**src/rtl/hb_pkg.sv**
```systemverilog
package hb_pkg;
  typedef enum logic {
    STYLE_STROBE = 1'b0,
    STYLE_ENABLE = 1'b1
  } bus_style_e;

  // Only the all-zero code picks separate read/write strobes.
  function automatic bus_style_e style_of(input logic [1:0] m);
    return (m == 2'b00) ? STYLE_STROBE : STYLE_ENABLE;
  endfunction
endpackage

```
**src/rtl/hb_sync.sv**
```systemverilog
module hb_sync #(
  parameter int W = 12,
  parameter int STAGES = 2,
  parameter logic [W-1:0] INIT = '0
) (
  input  logic         clk,
  input  logic         rst,
  input  logic [W-1:0] d,
  output logic [W-1:0] q
);
  logic [W-1:0] stage_q [STAGES];

  for (genvar g = 0; g < STAGES; g++) begin : g_stage
    if (g == 0) begin : g_first
      always_ff @(posedge clk) begin
        if (rst) stage_q[g] <= INIT;
        else     stage_q[g] <= d;
      end
    end else begin : g_next
      always_ff @(posedge clk) begin
        if (rst) stage_q[g] <= INIT;
        else     stage_q[g] <= stage_q[g-1];
      end
    end
  end

  assign q = stage_q[STAGES-1];
endmodule

```
**src/rtl/hb_decode.sv**
```systemverilog
module hb_decode
  import hb_pkg::*;
(
  input  logic [1:0] mode_sel,
  input  logic       cs_n,
  input  logic       strb_a,
  input  logic       strb_b,
  output logic       rd_act,
  output logic       wr_act
);
  bus_style_e style;
  assign style = style_of(mode_sel);

  always_comb begin
    if (style == STYLE_STROBE) begin
      // Write strobe wins if both strobes are low.
      wr_act = !cs_n && !strb_b;
      rd_act = !cs_n && !strb_a && strb_b;
    end else begin
      // strb_a is the enable, strb_b the direction (1 = read).
      wr_act = !cs_n && strb_a && !strb_b;
      rd_act = !cs_n && strb_a && strb_b;
    end
  end
endmodule

```
**src/rtl/hostbus_adapter.sv**
```systemverilog
module hostbus_adapter #(
  parameter int DW = 8,
  parameter int SYNC_STAGES = 2
) (
  input  logic          clk,
  input  logic          rst,
  input  logic [1:0]    mode_sel,
  input  logic          cs_n,
  input  logic          a0,
  input  logic          strb_a,
  input  logic          strb_b,
  input  logic [DW-1:0] bus_di,
  output logic [DW-1:0] bus_do,
  output logic          bus_oe,
  input  logic          busy,
  input  logic [DW-2:0] stat_lo,
  input  logic [DW-1:0] rd_data,
  output logic          wr_pulse,
  output logic          wr_cmd,
  output logic [DW-1:0] wr_byte,
  output logic [DW-1:0] cmd_q,
  output logic [DW-1:0] prm_q,
  output logic          rd_pulse
);
  localparam int SW = DW + 4;
  localparam logic [SW-1:0] IDLE = {{DW{1'b0}}, 1'b0, 1'b1, 1'b1, 1'b1};

  logic [SW-1:0] raw, syn;
  logic [DW-1:0] s_dat, hold_dat;
  logic          s_a0, s_cs_n, s_a, s_b;
  logic          rd_act, wr_act, rd_q, wr_q, hold_a0;
  logic          wr_end, rd_end;

  assign raw = {bus_di, a0, cs_n, strb_a, strb_b};

  hb_sync #(.W(SW), .STAGES(SYNC_STAGES), .INIT(IDLE)) u_sync (
    .clk (clk),
    .rst (rst),
    .d   (raw),
    .q   (syn)
  );

  assign s_dat  = syn[SW-1:4];
  assign s_a0   = syn[3];
  assign s_cs_n = syn[2];
  assign s_a    = syn[1];
  assign s_b    = syn[0];

  hb_decode u_dec (
    .mode_sel (mode_sel),
    .cs_n     (s_cs_n),
    .strb_a   (s_a),
    .strb_b   (s_b),
    .rd_act   (rd_act),
    .wr_act   (wr_act)
  );

  assign wr_end = wr_q && !wr_act;
  assign rd_end = rd_q && !rd_act;

  always_ff @(posedge clk) begin
    if (rst) begin
      wr_q     <= 1'b0;
      rd_q     <= 1'b0;
      hold_dat <= '0;
      hold_a0  <= 1'b0;
      wr_pulse <= 1'b0;
      wr_cmd   <= 1'b0;
      wr_byte  <= '0;
      cmd_q    <= '0;
      prm_q    <= '0;
      rd_pulse <= 1'b0;
      bus_oe   <= 1'b0;
      bus_do   <= '0;
    end else begin
      wr_q <= wr_act;
      rd_q <= rd_act;
      // Keep the last values seen while the access was active.
      if (wr_act) begin
        hold_dat <= s_dat;
        hold_a0  <= s_a0;
      end else if (rd_act) begin
        hold_a0  <= s_a0;
      end
      wr_pulse <= wr_end;
      if (wr_end) begin
        wr_byte <= hold_dat;
        wr_cmd  <= hold_a0;
        if (hold_a0) cmd_q <= hold_dat;
        else         prm_q <= hold_dat;
      end
      rd_pulse <= rd_end && hold_a0;
      bus_oe   <= rd_act;
      if (!rd_act)   bus_do <= '0;
      else if (s_a0) bus_do <= rd_data;
      else           bus_do <= {busy, stat_lo};
    end
  end

  // the decoder never reports a read and a write together
  p_rw_excl_r2: assert property (@(posedge clk) disable iff (rst)
    $onehot0({rd_act, wr_act}));

  // an internal write pulse lasts a single cycle
  p_wr_single_r3: assert property (@(posedge clk) disable iff (rst)
    wr_pulse |=> !wr_pulse);

  // a data-read pulse lasts a single cycle
  p_rd_single_r9: assert property (@(posedge clk) disable iff (rst)
    rd_pulse |=> !rd_pulse);

  // the command register changes only with a command write pulse
  p_cmd_steer_r4: assert property (@(posedge clk) disable iff (rst)
    !$stable(cmd_q) |-> (wr_pulse && wr_cmd));

  // the parameter register changes only with a parameter write pulse
  p_prm_steer_r4: assert property (@(posedge clk) disable iff (rst)
    !$stable(prm_q) |-> (wr_pulse && !wr_cmd));
endmodule

```
**config.mk**
```make
export PLATFORM = sky130hd
export DESIGN_NAME = hostbus_adapter
export DESIGN_NICKNAME = d
export VERILOG_FILES = /design/src/rtl/hb_pkg.sv /design/src/rtl/hb_sync.sv /design/src/rtl/hb_decode.sv /design/src/rtl/hostbus_adapter.sv
export SDC_FILE = /design/constraint.sdc
export NUM_CORES = 1
export LEC_CHECK = 0
export ABC_AREA = 1
export BUFFER_PORTS_ARGS = -buffer_cell sky130_fd_sc_hd__buf_2
export CORE_ASPECT_RATIO = 0.6
export CORE_MARGIN = 4
export CORE_UTILIZATION = 51
export DETAILED_ROUTE_END_ITERATION = 7
export GPL_TIMING_DRIVEN = 0
export PLACE_DENSITY = 0.86
export SYNTH_ARGS = -nofsm -noshare
export SYNTH_HDL_FRONTEND = slang
export SYNTH_SLANG_ARGS = --single-unit
export TNS_END_PERCENT = 30
```
**constraint.sdc**
```tcl
create_clock -name clk -period 1.7 [get_ports clk]
set_clock_uncertainty 0.2 [all_clocks]
set_input_delay 0.17 -clock clk [delete_from_list [all_inputs] [get_ports clk]]
set_output_delay 0.17 -clock clk [all_outputs]
set_load 0.03 [all_outputs]
```
==> results of run 1 <==
layout by cell type (no fill, tap or decap), types with 7 or more instances in the layout:
cell type	Yosys	layout
a21oi_1	25	25
dfxtp_1	70	70
nor2_1	50	50
nand3_1	15	14
buf_2	1	67
clkbuf_8	0	9
dlygate4sd3_1	0	30
clkbuf_1	8	10
nand4_1	7	7
inv_1	50	50
nand2_1	64	64
layout make-up:
cell class                 instances  area, µm²  share of cell area
clock buffer                      11        131              0.0388
buffer                            12       67.6              0.0200
inverter                          50        188              0.0555
timing repair buffer             100        658               0.195
clock inverter                     4       72.6              0.0215
tap                               63       78.8              0.0233
sequential                        70       1400               0.414
multi-input combinational        176        785               0.232
worst max-delay path, stage by stage:
cell and delay (ns):
dlygate4sd3_1 0.53, buf_2 0.14, o21ai_4 0.18, buf_4 0.15, nand4_1 0.10, buf_4 0.19
a21oi_1 0.20
kinds of logic after synthesis:
family / after synthesis / share of synthesized area
simple gates: 146 / 0.253
flops: 70 / 0.574
buf+inv: 63 / 0.107
compound gates: 30 / 0.0661
flip-flops by register name, summed over array words and instances (netlist names):
register	cells
bus_do	8
cmd_q	8
hold_a0	1
hold_dat	8
prm_q	8
rd_pulse	1
rd_q	1
u_sync.stage_q	24
wr_byte	8
wr_cmd	1
wr_pulse	1
wr_q	1
repair_timing:
item / in CTS / in global routing
endpoints found under the hold margin: 22 / 0
resized for setup: 0 / 1
endpoints found under the setup margin: 0 / 27
hold buffers: 30 / 0
setup buffers: 0 / 3
power groups by stage:
stage                     logic [mW]  clock network (mW)  registers, mW
after floorplan               0.0725                   0           1.73
after global placement         0.137                   0           1.72
after detailed placement       0.142                   0           1.72
after CTS                      0.194                1.42           1.69
after global routing           0.230                1.50           1.69
final                          0.210                1.40           1.69
through the flow:
step | worst slack [ns] | instance area (µm²) | power (mW) | instances | hold slack [ns]
finish | 0.0853 | 3380 | 3.30 | 486 | 0.0248
global route | 0.0150 | 3380 | 3.42 | 486 | 0.0165
CTS | 0.0372 | 3360 | 3.30 | 484 | 0.00257
detailed placement | 0.217 | 2860 | 1.87 | 439 | 0.161
global placement | 0.229 | 2860 | 1.86 | 439 | 0.155
floorplan | 0.366 | 2440 | 1.80 | 309 | 0.0738
worst max path at each step:
stage / startpoint / end / slack [ns] / depth (start not counted)
3_5_place_dp: mode_sel[1] / prm_q[5] / 0.22 / 8
5_1_grt: mode_sel[0] / cmd_q[5] / 0.01 / 9
6_report: mode_sel[0] / bus_do[2] / 0.09 / 7
2_1_floorplan: u_sync.stage_q[1][2] / hold_a0 / 0.37 / 6
3_3_place_gp: mode_sel[1] / prm_q[3] / 0.23 / 8
4_1_cts: mode_sel[1] / cmd_q[7] / 0.04 / 9
routing by layer:
metal | vias up | part of all wire
met5 | - | 0
met4 | 0 | 0.025
met3 | 14 | 0.11
met2 | 112 | 0.44
met1 | 978 | 0.42
li1 | 1150 | -
==> PnR_summary.wiki, run 1 <==
{| class="wikitable"
! Metric !! Value
|-
| Fin Setup TNS || 0 ns
|-
| Number of detailed-routing iterations run before antenna repair || 6
|-
| Warnings from Yosys || 0
|-
| Effective utilization at floorplan || 0.532
|-
| Critical register-to-register path endpoint || wr_byte[6]
|-
| Cell count after synthesis || 309
|-
| Final number of setup-violating endpoints || 0
|-
| Tcrit/Tclk final || 0.950
|-
| Total number of vias || 2254
|-
| Data required, critical path || 1.75 ns
|-
| GRT overflow || 0
|-
| H-tree Lvls || 3
|-
| Post-layout minimum cycle time || roughly 1.6 ns
|-
| Global routing met1 resource utilization || 0.260
|-
| Total of flip-flops plus latches after synthesis || 70
|-
| Number of cell instances on the worst register-to-register path || 6
|-
| Maximum Capacitance Violations || 0
|-
| Critical Path End Type || flop
|-
| Critical path peak fanout || 9
|-
| Worst hold path endpoint || hold_dat[3]
|-
| Area of the die || ~6000 µm²
|-
| Result of the run || completed
|-
| Number of global-route vias before repair || 2108
|-
| FP Rows || 19
|-
| Layout cell share with drive strength beyond 1 || 0.234
|-
| Avg Cell Area, Syn || 7.90 µm²
|-
| Residual antenna-violating net count after detailed routing || 0
|-
| Cell internal power dissipation || 2.60 mW
|-
| Combinational fraction of design power || 0.064
|-
| Cell types with the largest area share after synthesis || dfxtp_1, nand2_1, inv_1
|-
| Global placer's final weighted congestion || 0.789
|-
| Port bufs || 67
|-
| Clock-pin slew on the worst setup and hold paths || 0.07 ns
|-
| Cell chosen for the clock root || clkbuf_8
|-
| Part of the total power dissipated in sequential elements || 0.512
|-
| Met3 track utilization from global routing || 0.107
|-
| Number of distinct library cell variants in the gate-level netlist after synthesis || 18
|-
| Number of antenna cells inserted || 0
|-
| Total Nets Final || 451
|-
| Post-Synthesis Cell Area || ~2400 µm²
|-
| Post-Synthesis Net Count || 341
|-
| Worst Hold Depth || 4
|-
| Area share of the largest cell type after synthesis || 0.574
|-
| Pin count of the biggest net entering global routing || 12
|-
| Peak ir drop on the vdd network || between 0.6 and 0.7 mV
|-
| Share of synthesized area occupied by flip-flops and latches || 0.574
|-
| Antenna violations before repair || 0
|-
| Most repeated cell in the gate-level netlist after synthesis || dfxtp_1
|-
| Final Hold Viols || 0
|-
| Max-Slew Margin vs Limit || 0.646
|-
| Worst-case clock buffer depth || 2
|-
| Half-perimeter wire length after detailed placement || roughly 3600 µm
|-
| Dominant synthesized flop cell || dfxtp_1
|-
| Switching power as a share of total power || 0.213
|-
| DR WL/cell || approximately 13 µm
|-
| Total power density per cell area || 975 nW/µm²
|-
| Overall die height || 61.6 µm
|-
| Global routing's busiest layer || met2
|-
| Beginning of the worst hold path || rst
|-
| Cell type with the largest total area after synthesis || dfxtp_1
|-
| Met2 track demand over resource in global routing || 0.337
|-
| Max Transition Viols Final || 0
|-
| Share of flip-flops with an asynchronous set or reset || 0
|-
| Fmax || between 600 and 700 MHz
|-
| Number of DRC violations after detailed-routing iteration 0 || between 100 and 150
|-
| Transition at the pin with the smallest max-transition slack || approximately 0.53 ns
|-
| Unrepaired setup endpoints after global routing || no
|-
| Power share of the clock group || 0.424
|-
| Number of enable flip-flop cells after synthesis || 0
|-
| Top-level port count || roughly 70
|-
| Detail-routed via count per cell || 4.64
|-
| Die W || roughly 97 µm
|-
| Filler Cells Inserted || roughly 350
|-
| Sinks on the clock net || 70
|-
| Classification of the worst setup path || in2reg
|-
| Total routing resource utilization after global routing || 0.216
|-
| Total net switching power || 0.701 mW
|-
| Number of buffers created by CTS || 9
|-
| Final standard cell utilization of the core || 0.737
|-
| Clock latency on the worst-skew pair || between 0.3 and 0.4 ns
|-
| DRC Markers || 0
|-
| Leakage Power || approximately 1.7 nW
|-
| Core Box Area || 4590 µm²
|-
| Wire length of the first global-routing pass || 9800 µm
|-
| Commonest cells post-synth || dfxtp_1, nand2_1, inv_1, nor2_1, a21oi_1
|-
| Data arrival, critical path || roughly 1.7 ns
|-
| HP Class || in2reg
|-
| TritonCTS clock tree || done
|-
| Synthesis-to-finish area growth || 38.5%
|-
| Reg2reg start || u_sync.stage_q[1][2]
|-
| Reg-to-reg slack, setup || between 0.2 and 0.25 ns
|-
| Total Routed Length || 6350 µm
|-
| Startpoint type of the worst setup path || input port
|}
Power figures use the tool's default switching activity.
==> run 2: changes to the inputs <==
--- a/config.mk
+++ b/config.mk
@@ -16,4 +16,5 @@
 export SYNTH_ARGS = -nofsm -noshare
 export SYNTH_HDL_FRONTEND = slang
+export SYNTH_HIERARCHICAL = 1
 export SYNTH_SLANG_ARGS = --single-unit
 export TNS_END_PERCENT = 30
==> constraint.sdc (replaced) <==
create_clock -name clk -period 1.7 [get_ports clk]
set_clock_uncertainty 0.2 [all_clocks]
set_input_delay 0.34 -clock clk [delete_from_list [all_inputs] [get_ports clk]]
set_output_delay 0.34 -clock clk [all_outputs]
set_load 0.03 [all_outputs]
==> run 2 against run 1 <==
Net effect:
- worst hold slack worse by 0.0082 ns
- sequential cell count stayed put
- routed wire length shrank 22%
- die area decreased by 0.69%
- synthesized area shrank 0.77%
- core utilization decreased by 6.5 points
- combinational power fell by 23%
- register-to-register slack lost 0.06 ns
- critical endpoint is now wr_byte[3]
==> PnR_summary.wiki, run 2 <==
{| class="wikitable"
! Metric !! Value
|-
| Result of the run || completed
|-
| Unrepaired setup endpoints after global routing || no
|-
| Peak ir drop on the vdd network || 0.522 mV (-23%)
|-
| Core Box Area || 4590 µm² (unchanged)
|-
| Placed Instance Area || 2840 µm² (-0.66%)
|-
| Number of cells after detailed placement || 439 (unchanged)
|-
| Final number of setup-violating endpoints || 0 (unchanged)
|-
| DR WL/cell || 10.7 µm (-18%)
|-
| Area of the die || 5950 µm² (-0.69%)
|-
| Final standard cell utilization of the core || 0.672 (-0.0646)
|-
| Post-Synthesis Net Count || 341 (unchanged)
|-
| Tcrit/Tclk final || 0.896 (-0.0536)
|-
| Port bufs || 67 (unchanged)
|-
| Total of flip-flops plus latches after synthesis || 70 (unchanged)
|-
| Post-layout minimum cycle time || 1.52 ns (-0.0912 ns)
|-
| Flip-flop count of the largest register, all copies and words added || 24 (unchanged)
|-
| Max-Slew Margin vs Limit || 0.795 (+0.148)
|-
| Effective utilization at floorplan || 0.528 (-0.00409)
|-
| Overall die height || 61.4 µm (-0.33%)
|-
| Cell chosen for the clock root || clkbuf_8
|-
| Worst-case clock buffer depth || 2 (unchanged)
|-
| Most common library cell in the layout ignoring fill and taps || nor2_1
|-
| Global routing met1 resource utilization || 0.221 (-0.0392)
|-
| Critical path cell sequence || inv_1, o21ai_1, nand2_1, nor2_1, buf_6, inv_4, nand2_2, inv_2, nor2_1, nor2_1
|-
| Global placer's final weighted congestion || 0.859 (+8.8%)
|-
| Share of synthesized area occupied by flip-flops and latches || 0.579 (+0.00445)
|-
| Clock latency on the worst-skew pair || 0.33 ns (about the same)
|-
| DRC Markers || 0 (unchanged)
|-
| Post-Synthesis Cell Area || 2420 µm² (-0.77%)
|-
| Max Transition Viols Final || 0 (unchanged)
|-
| Global routing's busiest layer || met2
|-
| Largest Register || u_sync/stage_q
|-
| Residual antenna-violating net count after detailed routing || 0 (unchanged)
|-
| TritonCTS clock tree || done
|-
| Antenna violations before repair || 0 (unchanged)
|-
| Number of buffers created by CTS || 9 (unchanged)
|-
| Critical path peak fanout || 10 (+1)
|-
| Sinks on the clock net || 70 (unchanged)
|-
| Met3 track utilization from global routing || 0.0803 (-0.0271)
|-
| Cell types with the largest area share after synthesis || dfxtp_1, nor2_1, nand2_1
|-
| FP Rows || 19 (unchanged)
|-
| Layout cell share with drive strength beyond 1 || 0.250 (+0.0160)
|-
| Family of cells with the greatest summed delay on the critical path || simple AND/OR/NAND/NOR gates
|-
| Data required, critical path || 1.73 ns (-0.02 ns)
|-
| Total routing resource utilization after global routing || 0.180 (-0.0359)
|-
| Total power || 2.93 mW (-11%)
|-
| Die W || 97.0 µm (-0.35%)
|-
| Transition at the pin with the smallest max-transition slack || 0.307 ns (-0.223 ns)
|-
| Half-perimeter wire length after detailed placement || 3580 µm (-0.68%)
|-
| Number of DRC violations after detailed-routing iteration 0 || 84 (-42%)
|-
| Fin Setup TNS || 0 ns (unchanged)
|-
| Cell seen most often among critical-path stages || nor2_1
|-
| Final instance area || 3090 µm² (-8.8%)
|-
| HP Class || in2reg
|-
| Fmax || 656 MHz (+6.0%)
|-
| Startpoint type of the worst setup path || flop
|-
| Buffers & Inverters on Critical Path || 4 (unchanged)
|-
| Cell count after synthesis || 309 (unchanged)
|-
| Area share of the largest cell type after synthesis || 0.579 (+0.00445)
|-
| Leakage Power || 1.70 nW (-0.20%)
|-
| Most frequent cells in the layout || nor2_1, buf_2, dfxtp_1, nand2_1, inv_1
|-
| Data arrival, critical path || 1.55 ns (-0.12 ns)
|-
| Number of global-route vias before repair || 1860 (-12%)
|-
| Slowest stage cell on the critical path || dfxtp_1
|-
| Final Hold Viols || 0 (unchanged)
|-
| Top-level port count || 68 (unchanged)
|-
| Most repeated cell in the gate-level netlist after synthesis || nor2_1
|-
| Filler-free cell count of the finished design || 463 (-4.7%)
|-
| Met2 track demand over resource in global routing || 0.289 (-0.0480)
|-
| Total power density per cell area || 951 nW/µm² (-2.4%)
|-
| Number of enable flip-flop cells after synthesis || 0 (unchanged)
|-
| Total Nets Final || 429 (-4.9%)
|-
| Critical Path End Type || flop
|-
| Maximum Capacitance Violations || 0 (unchanged)
|-
| Synthesis-to-finish area growth || 27.4%
|-
| GRT overflow || 0 (unchanged)
|-
| Total number of vias || 2038 (-9.6%)
|-
| Detail-routed via count per cell || 4.40 (-5.1%)
|-
| Wire length of the first global-routing pass || 8270 µm (-16%)
|-
| H-tree Lvls || 3 (unchanged)
|-
| Warnings from Yosys || 6 (+6)
|-
| Number of distinct library cell variants in the gate-level netlist after synthesis || 17 (-1)
|-
| Avg Cell Area, Syn || 7.84 µm² (-0.77%)
|-
| Commonest cells post-synth || nor2_1, dfxtp_1, nand2_1
|-
| Cell type with the largest total area after synthesis || dfxtp_1
|-
| Pin count of the biggest net entering global routing || 11 (-1)
|-
| Share of flip-flops with an asynchronous set or reset || 0 (unchanged)
|-
| Clock-pin slew on the worst setup and hold paths || 0.07 ns (about the same)
|-
| Number of detailed-routing iterations run before antenna repair || 4 (-2)
|-
| Number of antenna cells inserted || 0 (unchanged)
|-
| Classification of the worst setup path || reg2reg
|-
| Total Routed Length || 4960 µm (-22%)
|-
| Dominant synthesized flop cell || dfxtp_1
|-
| Crit path largest cell delay || 0.33 ns (-0.20 ns)
|}
==> run 2: per-stage QoR <==
step	worst slack [ns]	hold WS, ns
floorplan	0.229	0.188
global placement	-0.00656	0.192
detailed placement	-0.0257	0.196
CTS	0.128	0.00117
global route	0.0285	0.0236
finish	0.177	0.0166
==> run 2: worst register-to-register path, cell delays in order (launching register included) <==
cell and delay, ns:
dfxtp_1 0.33, inv_1 0.04, o21ai_1 0.06, nand2_1 0.08, nor2_1 0.12, buf_6 0.12, inv_4 0.05, nand2_2 0.16
inv_2 0.11, nor2_1 0.11, nor2_1 0.05
==> run 2: report_power, final <==
part / switching [mW] / leakage, nW / internal [mW]
clock network: 0.534 / 0.0821 / 0.549
logic: 0.0870 / 1.05 / 0.0748
registers: 0.0140 / 0.570 / 1.68
total: 0.635 / 1.70 / 2.30
==> run 2: path summary, 6_finish.rpt <==
| check | startpoint | cells after the start | end | slack, ns |
|---|---|---|---|---|
| setup / recovery | u_sync/stage_q[1][1] | 10 | wr_byte[3] | 0.18 |
| hold / removal | bus_di[2] | 3 | u_sync/stage_q[0][6] | 0.02 |
| setup reg to reg | u_sync/stage_q[1][1] | 10 | wr_byte[3] | 0.18 |
| hold reg to reg | u_sync/stage_q[0][6] | 2 | u_sync/stage_q[1][6] | 0.20 |
==> run 2: logic make-up (layout without fill, tap and decap cells) <==
group | Yosys count | count (layout) | share of synthesized area
simple gates | 148 | 148 | 0.245
buf+inv | 62 | 153 | 0.117
flops | 70 | 70 | 0.579
compound gates | 29 | 29 | 0.0599
==> run 2: cell type report <==
type	instances	area [µm²]
Timing Repair Buffer	78	440
Multi-Input combinational cell	177	738
Sequential cell	70	1400
Clock buffer	12	145
Fill cell	380	1500
Inverter	52	198
Tap cell	63	78.8
Clock inverter	2	10.0
Buffer	9	73.8
==> run 2: routing by layer <==
layer / part of all wire / wire length, µm / vias to the layer above
met5: 0 / 0 / -
met4: 0.0083 / 41 / 0
met3: 0.085 / 421 / 6
met2: 0.43 / 2140 / 58
met1: 0.48 / 2360 / 887
li1: - / - / 1087
==> run 2: repair_timing <==
action / 4_1_cts / 5_1_grt
endpoints found under the hold margin: 9 / 0
hold buffers: 9 / 0
gates resized for setup: 0 / 0
endpoints found under the setup margin: 0 / 4
setup buffers: 0 / 2
